### src/rtl/async_tx_pkg.sv
package async_tx_pkg;

  typedef enum logic [2:0] {
    ST_IDLE,
    ST_START,
    ST_DATA,
    ST_STOP,
    ST_BREAK
  } txState_t;

  typedef enum logic [1:0] {
    LN_HOLD,
    LN_SPACE,
    LN_MARK,
    LN_DATA
  } lineSel_t;

  typedef struct packed {
    logic     load;
    lineSel_t lineSel;
  } txStrobe_t;

  typedef struct packed {
    logic       rtsReq;
    logic       brkReq;
    logic       intEn;
    logic [1:0] charLen;
    logic       refDiv4;
    logic       div8;
  } txCfg_t;

endpackage

### src/rtl/async_tx_baud.sv
module async_tx_baud #(
  parameter int RATE_W = 10
) (
  input  logic              clk,
  input  logic              rstN,
  input  logic              restart,
  input  logic              run,
  input  logic              refDiv4,
  input  logic              div8,
  input  logic [RATE_W-1:0] rate,
  output logic              bitTick
);
  localparam int DIV_W = RATE_W + 4;

  logic [1:0]        preCnt;
  logic [1:0]        preLast;
  logic [DIV_W-1:0]  divCnt;
  logic [DIV_W-1:0]  divLast;
  logic [RATE_W-1:0] rateEff;
  logic              refTick;

  always_comb begin
    preLast = refDiv4 ? 2'd3 : 2'd2;
    rateEff = (rate == '0) ? RATE_W'(1) : rate;
    divLast = (DIV_W'(rateEff) << (div8 ? 4 : 1)) - DIV_W'(1);
    refTick = run && (preCnt == preLast);
    bitTick = refTick && (divCnt == divLast);
  end

  always_ff @(posedge clk or negedge rstN) begin
    if (!rstN) begin
      preCnt <= '0;
      divCnt <= '0;
    end else if (restart) begin
      preCnt <= '0;
      divCnt <= '0;
    end else if (run) begin
      if (refTick) begin
        preCnt <= '0;
        divCnt <= (divCnt == divLast) ? '0 : divCnt + DIV_W'(1);
      end else begin
        preCnt <= preCnt + 2'd1;
      end
    end
  end

endmodule

### src/rtl/async_tx_ctrl.sv
module async_tx_ctrl
  import async_tx_pkg::*;
#(
  parameter int DATA_W = 8
) (
  input  logic      clk,
  input  logic      rstN,
  input  txCfg_t    cfg,
  input  logic      ctsIn,
  input  logic      bufEmpty,
  input  logic      bitTick,
  output txStrobe_t strobe,
  output logic      baudRun,
  output logic      rtsOut,
  output logic      brkActive,
  output logic      shiftEmpty
);
  localparam int BIT_W    = $clog2(DATA_W);
  localparam int LEN_BASE = DATA_W - 3;

  txState_t         state, stateNxt;
  logic [BIT_W-1:0] bitCnt, bitCntNxt;
  logic [BIT_W-1:0] lastBit;
  logic             canBreak;
  logic             canXfer;
  logic             frameDone;

  always_comb begin
    lastBit  = BIT_W'(LEN_BASE - 1) + BIT_W'(cfg.charLen);
    canBreak = cfg.brkReq && ctsIn && rtsOut;
    canXfer  = !bufEmpty && ctsIn && rtsOut && !cfg.brkReq;
    stateNxt = state;
    bitCntNxt = bitCnt;
    strobe.load    = 1'b0;
    strobe.lineSel = LN_HOLD;
    frameDone = 1'b0;
    unique case (state)
      ST_IDLE: begin
        if (canBreak) begin
          stateNxt       = ST_BREAK;
          strobe.lineSel = LN_SPACE;
        end else if (canXfer) begin
          stateNxt       = ST_START;
          strobe.load    = 1'b1;
          strobe.lineSel = LN_SPACE;
        end
      end
      ST_START: begin
        if (bitTick) begin
          stateNxt       = ST_DATA;
          bitCntNxt      = '0;
          strobe.lineSel = LN_DATA;
        end
      end
      ST_DATA: begin
        if (bitTick) begin
          if (bitCnt == lastBit) begin
            stateNxt       = ST_STOP;
            strobe.lineSel = LN_MARK;
          end else begin
            bitCntNxt      = bitCnt + BIT_W'(1);
            strobe.lineSel = LN_DATA;
          end
        end
      end
      ST_STOP: begin
        if (bitTick) begin
          stateNxt  = ST_IDLE;
          frameDone = 1'b1;
        end
      end
      ST_BREAK: begin
        if (!cfg.brkReq) begin
          stateNxt       = ST_IDLE;
          strobe.lineSel = LN_MARK;
        end
      end
      default: stateNxt = ST_IDLE;
    endcase
  end

  assign baudRun   = (state == ST_START) || (state == ST_DATA) || (state == ST_STOP);
  assign brkActive = (state == ST_BREAK);

  always_ff @(posedge clk or negedge rstN) begin
    if (!rstN) begin
      state      <= ST_IDLE;
      bitCnt     <= '0;
      shiftEmpty <= 1'b1;
      rtsOut     <= 1'b0;
    end else begin
      state  <= stateNxt;
      bitCnt <= bitCntNxt;
      if (strobe.load) shiftEmpty <= 1'b0;
      else if (frameDone) shiftEmpty <= 1'b1;
      if (cfg.rtsReq) rtsOut <= 1'b1;
      else if (state == ST_IDLE && (!ctsIn || bufEmpty)) rtsOut <= 1'b0;
    end
  end

endmodule

### src/rtl/async_tx_dp.sv
module async_tx_dp
  import async_tx_pkg::*;
#(
  parameter int DATA_W = 8
) (
  input  logic              clk,
  input  logic              rstN,
  input  txStrobe_t         strobe,
  input  logic [1:0]        charLen,
  input  logic              bufWr,
  input  logic [DATA_W-1:0] bufData,
  output logic              bufEmpty,
  output logic              txLine
);
  logic [DATA_W-1:0] bufReg;
  logic [DATA_W-1:0] shiftReg;
  logic [DATA_W-1:0] lenMask;

  assign lenMask = {DATA_W{1'b1}} >> (2'd3 - charLen);

  always_ff @(posedge clk or negedge rstN) begin
    if (!rstN) begin
      bufReg   <= '0;
      bufEmpty <= 1'b1;
      shiftReg <= '0;
      txLine   <= 1'b1;
    end else begin
      if (bufWr) begin
        bufReg   <= bufData;
        bufEmpty <= 1'b0;
      end else if (strobe.load) begin
        bufEmpty <= 1'b1;
      end
      if (strobe.load) shiftReg <= bufReg & lenMask;
      unique case (strobe.lineSel)
        LN_SPACE: txLine <= 1'b0;
        LN_MARK:  txLine <= 1'b1;
        LN_DATA: begin
          txLine   <= shiftReg[0];
          shiftReg <= shiftReg >> 1;
        end
        default: ;
      endcase
    end
  end

endmodule

### src/rtl/async_tx.sv
module async_tx
  import async_tx_pkg::*;
#(
  parameter int DATA_W = 8,
  parameter int RATE_W = 10
) (
  input  logic              clk,
  input  logic              rstN,
  input  logic              cfgWr,
  input  logic              cfgRtsReq,
  input  logic              cfgBrkReq,
  input  logic              cfgIntEn,
  input  logic [1:0]        cfgCharLen,
  input  logic              cfgRefDiv4,
  input  logic              cfgDiv8,
  input  logic [RATE_W-1:0] cfgRate,
  input  logic              bufWr,
  input  logic [DATA_W-1:0] bufData,
  input  logic              ctsIn,
  output logic              txLine,
  output logic              rtsOut,
  output logic              brkActive,
  output logic              bufEmpty,
  output logic              shiftEmpty,
  output logic              txIrq
);
  txCfg_t            cfg;
  logic [RATE_W-1:0] rateReg;
  txStrobe_t         strobe;
  logic              baudRun;
  logic              bitTick;

  always_ff @(posedge clk or negedge rstN) begin
    if (!rstN) begin
      cfg     <= '0;
      rateReg <= '0;
    end else if (cfgWr) begin
      cfg.rtsReq  <= cfgRtsReq;
      cfg.brkReq  <= cfgBrkReq;
      cfg.intEn   <= cfgIntEn;
      cfg.charLen <= cfgCharLen;
      cfg.refDiv4 <= cfgRefDiv4;
      cfg.div8    <= cfgDiv8;
      rateReg     <= cfgRate;
    end
  end

  async_tx_baud #(.RATE_W(RATE_W)) u_baud (
    .clk(clk), .rstN(rstN), .restart(strobe.load), .run(baudRun),
    .refDiv4(cfg.refDiv4), .div8(cfg.div8), .rate(rateReg), .bitTick(bitTick)
  );

  async_tx_ctrl #(.DATA_W(DATA_W)) u_ctrl (
    .clk(clk), .rstN(rstN), .cfg(cfg), .ctsIn(ctsIn), .bufEmpty(bufEmpty),
    .bitTick(bitTick), .strobe(strobe), .baudRun(baudRun), .rtsOut(rtsOut),
    .brkActive(brkActive), .shiftEmpty(shiftEmpty)
  );

  async_tx_dp #(.DATA_W(DATA_W)) u_dp (
    .clk(clk), .rstN(rstN), .strobe(strobe), .charLen(cfg.charLen),
    .bufWr(bufWr), .bufData(bufData), .bufEmpty(bufEmpty), .txLine(txLine)
  );

  assign txIrq = bufEmpty && cfg.intEn;

endmodule

### config.mk
export PLATFORM = sky130hd
export DESIGN_NAME = async_tx
export DESIGN_NICKNAME = d
export VERILOG_FILES = /design/src/rtl/async_tx_pkg.sv /design/src/rtl/async_tx_baud.sv /design/src/rtl/async_tx_ctrl.sv /design/src/rtl/async_tx_dp.sv /design/src/rtl/async_tx.sv
export SDC_FILE = /design/constraint.sdc
export NUM_CORES = 1
export LEC_CHECK = 0
export ABC_AREA = 1
export BUFFER_PORTS_ARGS = -buffer_cell sky130_fd_sc_hd__buf_2
export CAP_MARGIN = 20
export CORE_AREA = 8 8 68 113
export DETAILED_ROUTE_END_ITERATION = 6
export DIE_AREA = 0 0 76 121
export PLACE_DENSITY = 0.79
export SKIP_CTS_REPAIR_TIMING = 1
export SYNTH_ARGS = -nofsm -noshare
export SYNTH_HDL_FRONTEND = slang
export SYNTH_SLANG_ARGS = --single-unit
export TNS_END_PERCENT = 10
### constraint.sdc
create_clock -name clk -period 7.31 [get_ports clk]
set_input_delay 0.3655 -clock clk [delete_from_list [all_inputs] [get_ports clk]]
set_output_delay 0.3655 -clock clk [all_outputs]
set_load 0.05 [all_outputs]
== Yosys cells after proc, flatten, opt, wreduce, memory -nomap -nowiden ==
Cells that the tools add are included.

* Output and inout bits: 6
* Flip-flop bits (word level): 59
* Word-level logic and storage cells: 112
* Input bits: 30

* Mux-type cells: 41
* Reduce and logical (&&, ||, !) cells: 28
* Equal/unequal tests: 17
* Bitwise operators: 1
* $add $sub $neg: 6
* Shifts and indexed selects: 2

{| class="wikitable"
|+ Operators by type and width
! operator !! count
|-
| $mux W14 || 4
|-
| $mux W3 || 11
|-
| $shl A10 B32 Y14 || 1
|-
| $mux W8 || 2
|-
| $pmux W3 S5 || 1
|-
| $add A14 B1 Y14 const B || 1
|-
| $eq A14 B14 Y1 || 1
|-
| $mux W2 || 7
|-
| $reduce_bool A2 Y1 || 7
|-
| $sub A14 B1 Y14 const B || 1
|-
| $mux W1 || 12
|-
| $logic_not A10 Y1 || 1
|-
| $mux W10 || 1
|-
| $ne A2 B2 Y1 const B || 5
|-
| $logic_and A1 B1 Y1 || 9
|-
| $and A8 B8 Y8 || 1
|-
| $pmux W2 S4 || 1
|-
| $shr A8 B2 Y8 const A || 1
|-
| $eq A3 B2 Y1 const B || 2
|-
| $pmux W3 S2 || 1
|-
| $reduce_and A6 Y1 || 1
|-
| $eq A2 B2 Y1 const B || 2
|-
| $reduce_and A4 Y1 || 1
|-
| $add A3 B1 Y3 const B || 1
|-
| other kinds (16) || 20
|}

== Longest topological paths before layout ==
Gate-level depths: netlist (run 1).

* Depth in word-level cells: 10
* Depth in mapped cells: 24
* Gate-level depth less buffers: 24

== Hierarchy ==
From an unflattened synthesis (run 1), not the netlist that was laid out.

* Cells, all modules: 515
* Area, all modules: 3621.0 sq um

{| class="wikitable"
|+ By module, submodules not included
! module !! times used !! sequential area each (sq um) !! cells each !! area each (sq um)
|-
| async_tx_baud || 1 || 400.4 || 272 || 1575.3
|-
| async_tx_dp || 1 || 452.9 || 91 || 789.5
|-
| async_tx || 1 || 425.4 || 74 || 688.2
|-
| async_tx_ctrl || 1 || 201.4 || 78 || 568.0
|}

== Worst setup path before layout (run 1) ==
Ideal clock, no wire load.

* Path kind: register to register
* Start: register rateReg[7]
* End: register u_dp.shiftReg[7]
* Cell stages (with the launch flop): 21
* Path buffers: 1
* Arrival: 2.536 ns
* Required time: 7.193 ns
* Slack: 4.657 ns
* Period minus slack after synthesis: 2.653 ns
* Setup time: 0.117 ns
* Cells stage by stage: dfrtp_1 nor2_1 inv_1 nor2_1 nand2_1 nand2_1 nand2_1 ha_1 a21oi_1 o21ai_0 nor2_1 nand2_1 nor2_2 nand2_1 nor2_1 nand3_1 nor2_4 nand4_4 buf_6 a31oi_2 inv_2

* Word-level cells in the longest chain between the ends: 10
* Elaborated cells between the ends (all ways): 12
* Those cells by class: add/sub (1); eq/ne (2); shift (1); mux (5); reduce/logical (3)

{| class="wikitable"
|+ Ends and longest elaborated chain
! element !! RTL line !! RTL
|-
| from (decl) || async_tx.sv:28 || <nowiki>logic [RATE_W-1:0] rateReg;</nowiki>
|-
| from (signal assigned) || async_tx.sv:44 || <nowiki>rateReg <= cfgRate;</nowiki>
|-
| $logic_not A10 Y1 || async_tx_baud.sv:24 || <nowiki>rateEff = (rate == '0) ? RATE_W'(1) : rate;</nowiki>
|-
| $mux W10 * || async_tx_baud.sv:24 ||
|-
| $shl A10 B32 Y14 * || async_tx_baud.sv:25 || <nowiki>divLast = (DIV_W'(rateEff) << (div8 ? 4 : 1)) - DIV_W'(1);</nowiki>
|-
| $sub A14 B1 Y14 * || async_tx_baud.sv:25 ||
|-
| $eq A14 B14 Y1 * || async_tx_baud.sv:27 || <nowiki>bitTick = refTick && (divCnt == divLast);</nowiki>
|-
| $logic_and A1 B1 Y1 * || async_tx_baud.sv:27 ||
|-
| $mux W2, on equally long branches || async_tx_ctrl.sv:56, async_tx_ctrl.sv:49 ||
|-
| $pmux W2 S4 * || async_tx_ctrl.sv:37 || <nowiki>unique case (state)</nowiki>
|-
| $eq A2 B2 Y1 * || async_tx_dp.sv:35 || <nowiki>unique case (strobe.lineSel)</nowiki>
|-
| $mux W8 / $reduce_bool A2 Y1 (equally long branches) || n/a ||
|-
| to (signal assigned) || async_tx_dp.sv:34 || <nowiki>if (strobe.load) shiftReg <= bufReg & lenMask;</nowiki>
|-
| to (signal assigned) || async_tx_dp.sv:40 || <nowiki>shiftReg <= shiftReg >> 1;</nowiki>
|-
| to (decl) || async_tx_dp.sv:16 || <nowiki>logic [DATA_W-1:0] shiftReg;</nowiki>
|}

Every way passes the cells marked *; elsewhere a longest branch is shown, timed or not.
A chain may end at the register's enable or synchronous reset.

== Worst setup path after layout (run 1) ==
* Start: register, netlist name cfg[0]
* End: register u_dp.shiftReg[5]

* Word-level cells in the longest chain between the ends: 9
* Elaborated cells between the ends (all ways): 11
* Those cells by class: add/sub (1); eq/ne (2); shift (1); mux (5); reduce/logical (2)

{| class="wikitable"
|+ Ends and longest elaborated chain
! element !! RTL line
|-
| $mux W3 * || async_tx_baud.sv:25
|-
| $shl A10 B32 Y14 * || async_tx_baud.sv:25
|-
| $sub A14 B1 Y14 * || async_tx_baud.sv:25
|-
| $eq A14 B14 Y1 * || async_tx_baud.sv:27
|-
| $logic_and A1 B1 Y1 * || async_tx_baud.sv:27
|-
| $mux W2, on equally long branches || async_tx_ctrl.sv:56, async_tx_ctrl.sv:49
|-
| $pmux W2 S4 * || async_tx_ctrl.sv:37
|-
| $eq A2 B2 Y1 * || async_tx_dp.sv:35
|-
| $mux W8 / $reduce_bool A2 Y1 (equally long branches) || n/a
|}

Marks and branches as above.

==> out/results.txt, run 1 <==
Leak Pwr: 0.001940 uW
Post-synth EDFFs: 0
Final Skew: 9.781 ps
H-tree Lvls: 3
Worst r2r dst: u_dp.shiftReg[5]
Syn. warnings: 0
Num Clock Sinks: 59
Routed Antenna Nets: 0
WP data arrival: 3340 ps
Row count: 38
Final estimated routing congestion in global placement: 0.8795
Grt total ovfl: 0
Setup TNS: 0 ps
PD cells: 303.3 nW/um^2
Synthesized cell area: 3551 um^2
Initial core utilization: 57.89%
TritonCTS buffer count: 9
Clock latency on the worst-skew pair: 340 ps
Register-to-Register Path Depth: 13
Final setup viols: 0
Logic gate share of total power: 39.0%
Post-DR vias/cell: 5.332
Clock slew at reported path FFs: 70 ps
CTS Buffer Depth: 2
First-pass GRT wire length: 14050 um
Sw Share: 42.21%
Critical Setup Path Class: register to register
Clock root buffer: clkbuf_8
Vias in the first global route: 3191
Initial drt markers: 144
RSZ-0062 raised after global routing: no
Drt drc: 0
Fin. Hold Viols: 0
Die outline height: 121 um
Max VDD drop: 205.9 uV
Int Pwr: 690.0 uW
Drt first pass iters: 4
Post-synth cell types: 43
Total GRT Usage: 19.02%
Critical Path Source Type: register
F_max: 320.8 MHz
Pre-CTS setup slack: 4236 ps
Sequential share of power: 39.7%
Hold crit path type: input pin to async pin
Run status: completed
Clk pwr share: 21.3%
Largest net degree at the start of global routing: 60
Number of nets in the layout: 529
Die width: 76 um
Avg Inst Size Synth: 7.736 um^2
R2R Path Start: cfg[0]
# diodes: 0
Tmin final: 3117 ps
Reg-to-reg slack, setup: 4190 ps
Net Count, Synth: 492
Post-Synthesis Cells: 459
Core Region: 6133 um^2
Commonest register cell after synthesis: dfrtp_1
NetSw: 504.0 uW
#FFs+latches synth: 59
Post-layout util: 64.18%
Slew Limit Headroom: 49.07%
Final Cycle Share: 42.64%
DR vias: 3098
Layout area overhead: 10.85%
Slew Viols, Final: 0
Share of layout cells above drive strength 1: 17.37%
CTS tree: yes
Routed len/inst: 14.22 um
Post-synthesis sequential area ratio: 41.68%
Worst Tran Pin Value: 764.0 ps
Final wirelength: 8261 um
Async S/R FF share, synth: 100.0%
Setup ws final: 4193 ps
CP Max Fanout: 19
Initial antenna violation count: 0
Die area: 9196 um^2
Port Buffer Count: 35
Critical path capture point type: register
# IOs: 36
Crit path required time: 7540 ps
Power Total: 1194 uW
Max-Cap Viols: 0
Post-DP HPWL: 6505 um
==> worst max-delay path: stages (launching register included) <==
cell,delay (ps)
dfrtp_1,840
inv_2,180
nand2_1,160
ha_1,170
inv_1,60
nor2_2,250
nand3_1,140
nor2_1,140
xor2_1,160
nand2_1,120
nor2_4,180
nand4_4,260
o21ai_0,280
nand2_1,70
==> per-layer routing <==
metal / part of all wire (%) / up-vias / GRT usage (%) / wire (um)
met3: 2.8 / 24 / 3.783 / 229
met1: 37 / 1446 / 17.83 / 3051
met5: 0 / - / 0 / 0
met4: 4.7 / 0 / 12.59 / 389
met2: 56 / 62 / 36.13 / 4591
li1: - / 1566 / - / -
==> stage by stage <==
stage	hold WS, ps	instance area, um^2	std cells
CTS	189.0	3936	581
detailed placement	474.2	3772	565
global placement	458.8	3772	565
floorplan	69.91	3551	459
global route	226.7	3936	581
finish	164.1	3936	581
==> cells in the mapped netlist (2+ instances only) <==
cell type / count / area (um^2)
nand2_1: 107 / 401.6
nand2_2: 2 / 12.51
o21ai_0: 30 / 150.1
inv_2: 7 / 26.28
a21oi_2: 3 / 26.28
nor4_1: 2 / 12.51
o21ai_2: 2 / 17.52
buf_6: 3 / 33.78
nor2_4: 2 / 22.52
o21ai_1: 3 / 15.01
o22ai_1: 11 / 68.82
nor2_1: 36 / 135.1
nand3_1: 40 / 200.2
nor2_2: 2 / 12.51
nor3_1: 6 / 30.03
dfrtp_1: 56 / 1401
dfstp_2: 3 / 78.83
nand3b_1: 4 / 30.03
mux2_2: 10 / 112.6
xor2_1: 18 / 157.7
clkbuf_1: 6 / 22.52
o211ai_1: 2 / 15.01
xnor2_1: 2 / 17.52
inv_1: 66 / 247.7
a21oi_1: 6 / 30.03
ha_1: 3 / 37.54
nand4_1: 11 / 68.82
==> layout make-up <==
type	count	area, um^2
clock buffers	13	148.9
repair buffers	36	182.7
fillers	532	2197
multi-input cells	317	1735
flip-flops and latches	59	1480
well taps	80	100.1
inverters	73	274.0
clock inverters	3	15.01
==> worst max path at each step <==
| stage | start | end | slack (ps) | cells after the start |
|---|---|---|---|---|
| 6_report | cfg[0] | u_dp.shiftReg[5] | 4190 | 13 |
| 3_5_place_dp | cfg[0] | u_dp.shiftReg[5] | 4240 | 15 |
| 2_1_floorplan | rateReg[7] | u_dp.shiftReg[7] | 4660 | 20 |
| 3_3_place_gp | cfg[0] | u_dp.shiftReg[5] | 4270 | 15 |
| 4_1_cts | cfg[0] | u_dp.shiftReg[5] | 4210 | 13 |
| 5_1_grt | cfg[0] | u_dp.shiftReg[5] | 3780 | 15 |
==> placed cells by master (no fill, tap or decap), drive strengths merged <==
cell,count
xnor2,2
dfrtp,56
o2111ai,1
o31ai,1
xor2,18
nand3b,4
o21ai,36
ha,3
nor2,40
nand4,12
buf,36
clkbuf,13
a21boi,1
o22ai,11
a221oi,1
and2,1
nor4,2
dfstp,3
a31oi,1
o21a,1
o211ai,3
inv,73
nand2,109
mux2,10
nor3,8
nand3,41
o2bb2ai,1
a21oi,9
clkinv,3
o21bai,1
==> logic make-up after synthesis <==
| kind of cell | Yosys count | synth area share (%) |
|---|---|---|
| buffers and inverters | 83 | 9.443 |
| flip-flops | 59 | 41.68 |
| AND/OR/NAND/NOR | 217 | 27.87 |
| adder cells (fa/ha/maj) | 3 | 1.057 |
| AO/OA/AOI/OAI | 67 | 11.84 |
| multiplexers | 10 | 3.171 |
| XOR/XNOR | 20 | 4.933 |
==> flip-flops by register name, summed over array words and instances, names as in the netlist <==
signal             cells
u_baud.divCnt         14
rateReg               10
u_dp.bufReg            8
u_dp.shiftReg          8
cfg                    7
u_ctrl.bitCnt          3
u_ctrl.state           3
u_baud.preCnt          2
u_ctrl.rtsOut          1
u_ctrl.shiftEmpty      1
u_dp.bufEmpty          1
u_dp.txLine            1
==> power groups by stage <==
stage                     sequential (uW)  combinational (uW)  clock [uW]
after floorplan                       477                 345           0
after global placement                476                 452           0
after detailed placement              479                 465           0
after CTS                             473                 468         261
after global routing                  483                 524         272
final                                 474                 465         254
No activity file was read; power rests on OpenSTA's default activity.
==> inputs of run 2 (changes only) <==
- CORE_AREA: 8 8 68 113 -> 8 8 68 114
- DIE_AREA: 0 0 76 121 -> 0 0 76 122
- PLACE_DENSITY: 0.79 -> 0.78
- clock period: 7.31 -> 3.2 ns (I/O delays scaled with it)
==> out/results.txt, run 2 (same netlist as run 1, synthesis figures left out) <==
Run status: completed
Met3 global-route usage: 4.572% (+0.79 points)
# IOs: 36 (unchanged)
Critical Setup Path Class: register to register
Port Buffer Count: 35 (unchanged)
CP Max Fanout: 19 (unchanged)
Crit path buf inv count: 1 (-1)
Crit path required time: 3430 ps (-4110 ps)
Most used cell, CP: nand2_1
Critical path capture point type: register
Post-layout util: 65.52% (+1.3 points)
Post-DP HPWL: 6571 um (+1.0%)
CTS tree: yes
Largest net degree at the start of global routing: 33 (-45%)
Setup ws final: 197.4 ps (-3996 ps)
Initial core utilization: 57.89% (unchanged)
Most common cell after layout, fill and taps aside: nand2_1
CP delay by family, top: simple AND/OR/NAND/NOR gates
Clock latency on the worst-skew pair: 350 ps (about the same)
Total GRT Usage: 19.58% (+0.56 points)
WP data arrival: 3230 ps (-110 ps)
Initial drt markers: 166 (+15%)
PD cells: 720.4 nW/um^2 (+140%)
Initial antenna violation count: 0 (unchanged)
Vias in the first global route: 3418 (+7.1%)
Final wirelength: 8446 um (+2.2%)
Biggest register: u_baud.divCnt
Share of layout cells above drive strength 1: 18.65% (+1.3 points)
Routed Antenna Nets: 0 (unchanged)
Hold crit path type: input pin to register
Most frequent cells in the layout: nand2_1, inv_1, dfrtp_1
Tmin final: 3003 ps (-114.4 ps)
Fin. Hold Viols: 0 (unchanged)
Design Area, Final: 4019 um^2 (+2.1%)
Row count: 38 (unchanged)
H-tree Lvls: 3 (unchanged)
Die outline height: 122 um (+0.83%)
Leak Pwr: 0.001968 uW (+1.5%)
GR Util met1: 16.68% (-1.1 points)
Core Region: 6133 um^2 (unchanged)
Slew Viols, Final: 0 (unchanged)
Largest regs: u_baud.divCnt x14, rateReg x10
Layout area overhead: 13.18%
Final Cycle Share: 93.83% (+51 points)
Max VDD drop: 521.6 uV (+150%)
Crit-path max cell delay: 420 ps (-420 ps)
F_max: 333.0 MHz (+3.8%)
Routed len/inst: 14.46 um (+1.7%)
Max reg flops: 14 (unchanged)
Final Skew: 11.12 ps (+1.342 ps)
Num Clock Sinks: 59 (unchanged)
Grt total ovfl: 0 (unchanged)
Met2 usage: 38.18% (+2.0 points)
CTS Buffer Depth: 2 (unchanged)
Final estimated routing congestion in global placement: 0.9045 (+2.8%)
Clock root buffer: clkbuf_8
DR vias: 3179 (+2.6%)
TritonCTS buffer count: 9 (unchanged)
Number of nets in the layout: 532 (+0.57%)
Drt drc: 0 (unchanged)
Slowest CP cell: dfrtp_1
Final setup viols: 0 (unchanged)
# diodes: 0 (unchanged)
GRT Max-Usage Layer: met2
Worst Tran Pin Value: 758.6 ps (-5.331 ps)
Slew Limit Headroom: 49.42% (+0.36 points)
RSZ-0062 raised after global routing: yes
DP Area: 3787 um^2 (+0.40%)
First-pass GRT wire length: 14520 um (+3.3%)
Die width: 76 um (unchanged)
Drt first pass iters: 5 (+1)
Die area: 9272 um^2 (+0.83%)
Max-Cap Viols: 0 (unchanged)
CP Cell Sequence: nor2_1 -> inv_1 -> nor2_1 -> nand2_1 -> nand2_1 -> nand2_1 -> ha_1 -> a21oi_1 -> o21ai_0 -> nor2_1 -> nand2_1 -> nor2_2 -> nand2_1 -> nor2_1 -> nand3_1 -> nor2_4 -> nand4_4 -> o21ai_0 -> nand2_1
Critical Path Source Type: register
Clock slew at reported path FFs: 70 ps (about the same)
Pre-CTS setup slack: 209.6 ps (-4026 ps)
Post-DR vias/cell: 5.443 (+2.1%)
-- run 2: worst register-to-register path, delay by kind of cell, from the launching register on --
kind | cells | cell delay (ps)
compound gates | 3 | 470
fa+ha+maj | 1 | 300
buf+inv | 1 | 70
flops | 1 | 420
simple gates | 14 | 1640
-- run 2: layer usage --
metal  share of wire [%]  wire [um]  vias to the layer above
met5                   0          0                        -
met4                 4.5        384                        0
met3                 2.9        248                       30
met2                  57       4831                       74
met1                  35       2981                     1501
li1                    -          -                     1574
-- run 2: final cells by class --
class	instances	area [um^2]
Inverter	73	274.0
Timing Repair Buffer	39	207.7
Clock buffer	9	123.9
Multi-Input combinational cell	317	1740
Clock inverter	7	92.59
Sequential cell	59	1480
Tap cell	80	100.1
Fill cell	528	2115
-- run 2: metrics by stage --
stage	total power, uW	setup TNS (ps)	instances	hold WS [ps]
after global routing	3111	-1025	584	12.04
after CTS	2908	0	583	-120.4
after detailed placement	2159	0	567	258.3
after global placement	2117	0	567	253.1
final	2895	0	584	8.828
after floorplan	1880	0	459	-135.6
-- run 2: final timing paths --
kind / start / end / slack (ps) / cells after the start
max: rateReg[7] / u_dp.shiftReg[0] / 200 / 19
min: cfgRate[3] / rateReg[3] / 9 / 3
max reg2reg: rateReg[7] / u_dp.shiftReg[0] / 200 / 19
min reg2reg: u_ctrl.shiftEmpty / u_ctrl.shiftEmpty / 490 / 1
max in group asynchronous: rstN / u_dp.txLine / 1860 / 3
min in group asynchronous: rstN / rateReg[3] / 420 / 2
-- run 2: report_power, final --
part	internal [uW]	switching [uW]	total, uW
Sequential	930	149	1080
Combinational	357	722	1080
Clock	434	303	738
Total	1720	1170	2900
==> inputs of run 3 (changes only) <==
- CORE_AREA: 8 8 68 114 -> 8 8 68 113
- DIE_AREA: 0 0 76 122 -> 0 0 76 121
- PLACE_DENSITY: 0.78 -> 0.79
- clock period: 3.2 -> 3.84 ns (I/O delays scaled with it)
==> out/results.txt, run 3 (same netlist as run 1, synthesis figures left out) <==
Worst Tran Pin Value: 744.5 ps (-14.15 ps)
F_max: 323.9 MHz (-2.7%)
Crit-path max cell delay: 830 ps (+410 ps)
Die area: 9196 um^2 (-0.82%)
Most frequent cells in the layout: nand2_1, inv_1, dfrtp_1
# diodes: 0 (unchanged)
Hold crit path type: input pin to register
DP Area: 3780 um^2 (-0.20%)
PD cells: 581.0 nW/um^2 (-19%)
Port Buffer Count: 35 (unchanged)
Total GRT Usage: 19.39% (-0.19 points)
Core Region: 6133 um^2 (unchanged)
Die outline height: 121 um (-0.82%)
Grt total ovfl: 0 (unchanged)
# IOs: 36 (unchanged)
Fin. Hold Viols: 0 (unchanged)
Initial antenna violation count: 0 (unchanged)
Leak Pwr: 0.001957 uW (-0.56%)
Run status: completed
Clock latency on the worst-skew pair: 340 ps (about the same)
Number of nets in the layout: 531 (-0.19%)
CP Cell Sequence: inv_2 -> nand2_1 -> ha_1 -> a21oi_1 -> o21ai_0 -> nor2_1 -> nand2_1 -> nor2_2 -> nand2_1 -> nor2_1 -> nand3_1 -> nor2_4 -> nand4_4 -> o21ai_0 -> nand2_1
Final wirelength: 8472 um (+0.31%)
Crit path required time: 4070 ps (+640 ps)
Num Clock Sinks: 59 (unchanged)
Post-DP HPWL: 6574 um (about the same)
Drt drc: 0 (unchanged)
Clock slew at reported path FFs: 70 ps (about the same)
Largest regs: u_baud.divCnt x14, rateReg x10
Routed len/inst: 14.56 um (+0.65%)
Final Skew: 8.852 ps (-2.271 ps)
Layout area overhead: 11.77%
Critical path capture point type: register
CP Max Fanout: 19 (unchanged)
Initial drt markers: 159 (-4.2%)
Critical Setup Path Class: register to register
Design Area, Final: 3969 um^2 (-1.2%)
Final setup viols: 0 (unchanged)
DR vias: 3101 (-2.5%)
TritonCTS buffer count: 9 (unchanged)
Row count: 38 (unchanged)
Die width: 76 um (unchanged)
Clock root buffer: clkbuf_8
CTS Buffer Depth: 2 (unchanged)
Most common cell after layout, fill and taps aside: nand2_1
Biggest register: u_baud.divCnt
CTS tree: yes
Tmin final: 3087 ps (+84.64 ps)
Slew Viols, Final: 0 (unchanged)
Routed Antenna Nets: 0 (unchanged)
WP data arrival: 3310 ps (+80 ps)
Setup TNS: 0 ps (unchanged)
First-pass GRT wire length: 14260 um (-1.8%)
Initial core utilization: 57.89% (unchanged)
Max-Cap Viols: 0 (unchanged)
Drt first pass iters: 5 (unchanged)
Max reg flops: 14 (unchanged)
Critical Path Source Type: register
RSZ-0062 raised after global routing: no
Post-DR vias/cell: 5.328 (-2.1%)
Share of layout cells above drive strength 1: 17.73% (-0.92 points)
Most used cell, CP: nand2_1
Slew Limit Headroom: 50.37% (+0.94 points)
Slowest CP cell: dfrtp_1
Final Cycle Share: 80.40% (-13 points)
Largest net degree at the start of global routing: 36 (+9.1%)
H-tree Lvls: 3 (unchanged)
Max VDD drop: 407.3 uV (-22%)
Final estimated routing congestion in global placement: 0.8828 (-2.4%)
Vias in the first global route: 3260 (-4.6%)
Fillcell total: 552 (+4.5%)
run 3: cell types whose count changed in the layout (fill, tap and decap cells not counted), sizes merged:
cell / delta
bufinv: -2
clkbuf: +4
buf: -1
clkinvlp: -3
run 3: path summary, 6_finish.rpt:
check	slack (ps)	cells past startpoint	end	startpoint
worst max-delay path	750	15	u_dp.shiftReg[5]	cfg[0]
worst max register to register	750	15	u_dp.shiftReg[5]	cfg[0]
min in group asynchronous	390	2	rateReg[2]	rstN
worst min register to register	500	2	u_dp.shiftReg[4]	u_dp.bufReg[4]
max in group asynchronous	2540	3	u_dp.txLine	rstN
worst min-delay path	50	3	rateReg[5]	cfgRate[5]
run 3: metrics by stage:
step | setup WS, ps | power [uW] | hold slack (ps) | utilization (%) | instances
after CTS | 755.1 | 2322 | -150.1 | 64.55 | 581
final | 752.8 | 2306 | 48.11 | 64.71 | 582
after global routing | 328.3 | 2479 | 39.12 | 64.71 | 582
after global placement | 805.2 | 1771 | 220.0 | 61.63 | 566
after floorplan | 1187 | 1567 | -103.6 | - | 459
after detailed placement | 788.0 | 1798 | 226.4 | 61.63 | 566
run 3: power breakdown:
part	internal, uW	switching [uW]
Combinational	294	593
Clock	281	232
Sequential	775	130
run 3: cell type report:
type | count | area (um^2) | area share, %
sequential | 59 | 1480 | 37.30
timing repair buffer | 38 | 200.2 | 5.044
clock buffer | 13 | 168.9 | 4.256
tap | 80 | 100.1 | 2.522
clock inverter | 2 | 10.01 | 0.2522
multi-input combinational | 317 | 1735 | 43.73
inverter | 73 | 274.0 | 6.904
run 3: critical path, delay by kind of cell (launching register included):
family                   cells  cell delay (ps)
adder cells (fa/ha/maj)      1              250
AND/OR/NAND/NOR             10             1220
buffers and inverters        1              180
AO/OA/AOI/OAI                3              510
flip-flops                   1              830
run 3: routing by layer:
layer	share of wire [%]	global-route usage, %	vias up
li1	-	-	1577
met2	55	36.73	67
met1	36	17.59	1427
met5	0	0	-
met4	5.6	13.95	0
met3	2.7	4.303	30
